$ cat config.mk
export PLATFORM = sky130hd
export DESIGN_NAME = dbg_port_ctl
export DESIGN_NICKNAME = d
export VERILOG_FILES = /design/src/rtl/dbgp_pkg.sv /design/src/rtl/dbgp_edge.sv /design/src/rtl/dbgp_fields.sv /design/src/rtl/dbgp_link.sv /design/src/rtl/dbg_port_ctl.sv
export SDC_FILE = /design/constraint.sdc
export NUM_CORES = 1
export LEC_CHECK = 0
export BUFFER_PORTS_ARGS = -buffer_cell sky130_fd_sc_hd__buf_2
export CORE_AREA = 2 2 55 57
export CTS_BUF_LIST = sky130_fd_sc_hd__clkbuf_8
export DETAILED_ROUTE_END_ITERATION = 8
export DIE_AREA = 0 0 57 59
export PLACE_DENSITY = 0.85
export SYNTH_ARGS = -nofsm -noshare
export SYNTH_HDL_FRONTEND = slang
export SYNTH_SLANG_ARGS = --single-unit
$ cat constraint.sdc
create_clock -name clk -period 3.3 [get_ports clk]
set_input_delay 0.33 -clock clk [delete_from_list [all_inputs] [get_ports clk]]
set_output_delay 0.33 -clock clk [all_outputs]
set_load 0.02 [all_outputs]
$ cat src/rtl/dbgp_pkg.sv
// Package: shared widths, field positions and link command codes for the
// debug port status/control register.
package dbgp_pkg;
    localparam int REG_W   = 64;
    localparam int CCS_BIT = 0;   // connect flag position
    localparam int PED_BIT = 1;   // enable flag position
    localparam int PR_BIT  = 4;   // reset flag position
    localparam int EDGE_W  = 2;   // tracked fields: {reset, connect}

    typedef enum logic [1:0] {
        LINK_NORMAL   = 2'd0,
        LINK_RXDET    = 2'd1,
        LINK_DISABLED = 2'd2
    } link_cmd_e;
endpackage

$ cat src/rtl/dbgp_edge.sv
// Module: dbgp_edge
// Registers the previous value of each tracked bit and reports its rising
// and falling edges. Assumes the inputs are registered values, so each
// change yields a single one-cycle edge indication.
module dbgp_edge #(
    parameter int W = 2
) (
    input  logic         clk,
    input  logic         rst_n,
    input  logic [W-1:0] sig,
    output logic [W-1:0] rise,
    output logic [W-1:0] fall
);
    logic [W-1:0] prev_q;

    for (genvar i = 0; i < W; i++) begin : g_bit
        // Hold the last-cycle copy of bit i.
        always_ff @(posedge clk) begin
            if (!rst_n) prev_q[i] <= 1'b0;
            else        prev_q[i] <= sig[i];
        end
        // Compare current against previous for bit i.
        always_comb begin
            rise[i] = sig[i] & ~prev_q[i];
            fall[i] = ~sig[i] & prev_q[i];
        end
    end
endmodule

$ cat src/rtl/dbgp_fields.sv
// Module: dbgp_fields
// Holds the connect, enable and reset flags, the cause of the last enable
// clear and the default-state pulse. Assumes edge inputs come from
// dbgp_edge, which looks at this module's own registered outputs.
module dbgp_fields (
    input  logic clk,
    input  logic rst_n,
    input  logic dbg_en,
    input  logic conn_evt,
    input  logic disc_evt,
    input  logic fault_evt,
    input  logic rst_det,
    input  logic rst_fin,
    input  logic sw_wr,
    input  logic sw_ped,
    input  logic ccs_rise,
    input  logic pr_rise,
    input  logic pr_fall,
    output logic ccs_q,
    output logic ped_q,
    output logic pr_q,
    output logic cause_rx_q,
    output logic dflt_q
);
    logic ccs_d, keep, pr_d, ped_d, cause_d, dflt_d, auto_set;

    // Next-state rules for every stored field.
    always_comb begin
        ccs_d    = dbg_en && !disc_evt && (conn_evt || ccs_q);
        keep     = dbg_en && ccs_d;
        pr_d     = keep && (rst_det || (pr_q && !rst_fin));
        dflt_d   = keep && pr_q && !rst_det && rst_fin;
        auto_set = ccs_rise || pr_fall;
        ped_d    = ped_q;
        cause_d  = cause_rx_q;
        if (!keep) begin
            ped_d   = 1'b0;
            cause_d = 1'b1;
        end else if (fault_evt) begin
            ped_d   = 1'b0;
            cause_d = 1'b0;
        end else if (pr_rise) begin
            ped_d   = 1'b0;
            cause_d = 1'b1;
        end else if (auto_set) begin
            ped_d   = 1'b1;
        end else if (sw_wr) begin
            ped_d   = sw_ped;
            if (!sw_ped) cause_d = 1'b0;
        end
    end

    // Register the fields; cause starts as receiver-detect.
    always_ff @(posedge clk) begin
        if (!rst_n) begin
            ccs_q      <= 1'b0;
            ped_q      <= 1'b0;
            pr_q       <= 1'b0;
            cause_rx_q <= 1'b1;
            dflt_q     <= 1'b0;
        end else begin
            ccs_q      <= ccs_d;
            ped_q      <= ped_d;
            pr_q       <= pr_d;
            cause_rx_q <= cause_d;
            dflt_q     <= dflt_d;
        end
    end
endmodule

$ cat src/rtl/dbgp_link.sv
// Module: dbgp_link
// Decodes the link command from the stored fields. Assumes cause_rx is 1
// whenever the enable flag was last cleared by a reset or never set.
module dbgp_link
    import dbgp_pkg::*;
(
    input  logic      dbg_en,
    input  logic      ccs_q,
    input  logic      ped_q,
    input  logic      cause_rx,
    output link_cmd_e cmd
);
    // Select the command from enable state and clear cause.
    always_comb begin
        if (!dbg_en || !ccs_q) cmd = LINK_RXDET;
        else if (ped_q)        cmd = LINK_NORMAL;
        else if (cause_rx)     cmd = LINK_RXDET;
        else                   cmd = LINK_DISABLED;
    end
endmodule

$ cat src/rtl/dbg_port_ctl.sv
// Module: dbg_port_ctl
// Status/control register for one debug-assigned root hub port. It combines
// field storage, edge tracking and link decode, and masks the read value
// with the master enable and the connect flag. Assumes strobes are
// synchronous one-cycle pulses.
module dbg_port_ctl
    import dbgp_pkg::*;
(
    input  logic             clk,
    input  logic             rst_n,
    input  logic             dbg_en,
    input  logic             host_conn,
    input  logic             host_disc,
    input  logic             port_fault,
    input  logic             bus_rst_seen,
    input  logic             bus_rst_done,
    input  logic             reg_wr,
    input  logic [REG_W-1:0] reg_wdata,
    output logic [REG_W-1:0] reg_rdata,
    output logic [1:0]       link_req,
    output logic             go_default
);
    logic ccs_q, ped_q, pr_q, cause_rx_q, dflt_q;
    logic [EDGE_W-1:0] edge_rise, edge_fall;
    link_cmd_e link_cmd;
    logic vis_ccs;

    // Only the enable bit of a write is used; the rest are dropped here.
    logic unused_wbits;
    assign unused_wbits = ^{reg_wdata[REG_W-1:PED_BIT+1], reg_wdata[PED_BIT-1:0], edge_fall[0]};

    dbgp_edge #(.W(EDGE_W)) u_edge (
        .clk   (clk),
        .rst_n (rst_n),
        .sig   ({pr_q, ccs_q}),
        .rise  (edge_rise),
        .fall  (edge_fall)
    );

    dbgp_fields u_fields (
        .clk        (clk),
        .rst_n      (rst_n),
        .dbg_en     (dbg_en),
        .conn_evt   (host_conn),
        .disc_evt   (host_disc),
        .fault_evt  (port_fault),
        .rst_det    (bus_rst_seen),
        .rst_fin    (bus_rst_done),
        .sw_wr      (reg_wr),
        .sw_ped     (reg_wdata[PED_BIT]),
        .ccs_rise   (edge_rise[0]),
        .pr_rise    (edge_rise[1]),
        .pr_fall    (edge_fall[1]),
        .ccs_q      (ccs_q),
        .ped_q      (ped_q),
        .pr_q       (pr_q),
        .cause_rx_q (cause_rx_q),
        .dflt_q     (dflt_q)
    );

    dbgp_link u_link (
        .dbg_en   (dbg_en),
        .ccs_q    (ccs_q),
        .ped_q    (ped_q),
        .cause_rx (cause_rx_q),
        .cmd      (link_cmd)
    );

    // Assemble the masked read value.
    always_comb begin
        vis_ccs            = ccs_q & dbg_en;
        reg_rdata          = '0;
        reg_rdata[CCS_BIT] = vis_ccs;
        reg_rdata[PED_BIT] = ped_q & vis_ccs;
        reg_rdata[PR_BIT]  = pr_q & vis_ccs;
    end

    assign link_req   = link_cmd;
    assign go_default = dflt_q;
endmodule

==> run metrics <==
Bufs on Longest Clock Path 2; # Post-CTS Setup Buffers 0; DR WL/cell just over 7 um; crit path launch u_fields.ccs_q$_SDFF_PN0_; critical path class reg -> out; CP endpoint kind primary output; maximum vdd drop between 0.1 and 0.15 mV; Max Freq slightly below 700 MHz; placed instance count 140; # resized after CTS 0; Die Span Y between 50 and 60 um; sequential element share of the synthesized area 18.1%; DRT iter0 DRCs 4; Largest stage delay, worst path 0.39 ns; global-route wire length before repair about 1.3 mm; std cell rows 19; # clock sinks 7; die width 57 um; Arr. time, crit path 1.15 ns; GPL Wtd Cong a little under 0.7; Via density 3.15; clock root cell clkbuf_8; Layout Cells excl Fill approximately 140; Area growth, synth to finish -10.5%; post-synthesis cell area 774 um^2; share of layout cells above drive strength 1 between 10% and 20%; #FFs+latches synth 7; reg-to-reg slack, setup 2.13 ns; Max-cap violations 0; Worst EP required around 3 ns; Via Count approximately 450; GR Overflow Total 0; Worst-Skew Late Latency between 0.2 and 0.25 ns; HPWL Detailed roughly 920 um; CP Launch Type register; XOR/XNOR Fraction of Synth Area about 1.1%; number of global-route vias before repair roughly 310; # port buffers 15; # IOs 140; Initial DRT Pass Iterations 4; Diodes inserted 0; clk slew on worst S/H paths about 0.040 ns; post-route ant nets 0; crit share post-route 44.9%; min-delay worst type in -> reg; worst-path cell chain and2_1 -> nor3b_1 -> buf_2; minimum clock period around 1.5 ns; slowest CP cell dfxtp_1; Synth Area in Compound Gates between 3 and 4%; final net count about 190; P_leak ~0.00043 uW; Cells after Synth 96; largest net degree at the start of global routing 7; Final Cell Area slightly below 700 um^2; PwrDens about 400 mW/mm^2; Worst R2R Start u_fields.ccs_q$_SDFF_PN0_; Worst Skew approximately 0.0020 ns; Ys Warns 0; Slew Viols, Final 0; initial antenna violation count 0; final core occ about a quarter; Post-route DRC 0; mux contribution to synthesized area ~1.5%; Critical Path Fanout Max 6; distinct cell type count after synthesis 20; Post-DP Area about 650 um^2; total detailed-routing wirelength ~1.0 mm; core box area between 0.002 and 0.003 mm^2; Synth Area in Simple Gates between 10% and 20%; Post-Synth Adder-Cell Area 0%; Critical Path End link_req[1]; Power, Total roughly 280 uW; Fillers around 320; reg2reg path depth 3; setup violators final 0; TritonCTS Buffers 3; cts hold-fix bufs 0; Sum Neg Setup Slack 0 ns; die area around 0.0034 mm^2; RSZ-0062 raised after global routing no; GRT Overall Usage ~5.4%; Max H-tree Level 1; reg2reg end u_fields.ped_q$_SDFFE_PP0P_; Fin. Hold Viols 0; largest family of logic cells by synthesized area buffers and inverters; CTS tree done; status finished clean; Initial Util about 29%; syn_area_per_cell just over 8 um^2
[cell families after synthesis]
kind of cell | Yosys count
flip-flops | 7
other | 1
XOR/XNOR | 1
AO/OA/AOI/OAI | 4
AND/OR/NAND/NOR | 16
multiplexers | 1
buffers and inverters | 66
[where the power goes]
| part | total [uW] | leakage (uW) | switching [uW] | internal, uW |
|---|---|---|---|---|
| clock network | 115 | 0.0000269 | 34.9 | 80.2 |
| registers | 87.6 | 0.0000567 | 1.29 | 86.4 |
| logic | 76.0 | 0.000351 | 68.3 | 7.70 |
[worst min-delay path by stage]
stage               slack, ns    startpoint                          end  depth (start not counted)
finish                   0.30    port_fault  u_fields.ped_q$_SDFFE_PP0P_                          2
global route             0.30    port_fault  u_fields.ped_q$_SDFFE_PP0P_                          2
CTS                      0.30  bus_rst_seen   u_fields.dflt_q$_SDFF_PN0_                          2
detailed placement       0.53    port_fault  u_fields.ped_q$_SDFFE_PP0P_                          2
global placement         0.51  bus_rst_seen   u_fields.dflt_q$_SDFF_PN0_                          2
floorplan                0.40    port_fault  u_fields.ped_q$_SDFFE_PP0P_                          1
[worst max-delay path: cells and delay by family (launching register included)]
family / cells / cell delay, ns
flip-flops: 1 / 0.39
AND/OR/NAND/NOR: 2 / 0.35
buffers and inverters: 1 / 0.19
[cell usage after synthesis]
cell      count  area share, %
nand2_1       1           0.48
or3_4         1            1.5
nor2b_1       2            1.6
nor4_2        1            1.6
buf_4        62             60
mux2_2        1            1.5
dfxtp_1       7             18
o21ai_0       1           0.65
nor2_1        3            1.5
inv_1         4            1.9
and3_1        2            1.6
and2_1        3            2.4
a211oi_1      1           0.97
conb_1        1           0.48
nor4_1        1           0.81
a21oi_1       1           0.65
nor3b_1       1           0.97
xor2_1        1            1.1
o31ai_1       1           0.97
nor4b_1       1            1.1
[state kept, by name (all words and copies together), names as in the netlist]
signal,flops
u_edge.prev_q,2
u_fields.cause_rx_q,1
u_fields.ccs_q,1
u_fields.dflt_q,1
u_fields.ped_q,1
u_fields.pr_q,1
[metrics by stage]
| stage | setup WS [ns] | hold slack [ns] |
|---|---|---|
| after floorplan | 1.94 | 0.401 |
| after global placement | 2.03 | 0.512 |
| after detailed placement | 2.01 | 0.528 |
| after CTS | 1.81 | 0.295 |
| after global routing | 1.73 | 0.305 |
| final | 1.82 | 0.299 |
[area by class of cell]
cell class | count | area, um^2 | area share (%)
Sequential cell | 7 | 140 | 20.2
Multi-Input combinational cell | 83 | 379 | 54.7
Clock buffer | 3 | 41.3 | 5.96
Tap cell | 31 | 38.8 | 5.60
Clock inverter | 1 | 3.75 | 0.542
Timing Repair Buffer | 15 | 75.1 | 10.8
Inverter | 4 | 15.0 | 2.17
[routing by layer]
metal	share of wire, %	vias to the layer above	global-route usage [%]
li1	-	212	-
met1	37	196	5.87
met2	46	43	7.88
met3	17	2	3.49
met4	0.58	0	2.99
met5	0	-	0
[placed cells by master (no fill, tap or decap)]
cell type / instances
nor4_2: 1
nor4b_1: 1
or3_4: 1
o21ai_0: 1
xor2_1: 1
inv_1: 5
a21oi_1: 1
nor4_1: 1
a211oi_1: 1
o31ai_1: 1
conb_1: 61
nor2b_1: 2
and2_1: 3
buf_2: 15
nor2_1: 3
and3_1: 2
dfxtp_1: 7
nor3b_1: 1
nand2_1: 1
mux2_2: 1
clkbuf_8: 3
Power figures use the tool's default switching activity.
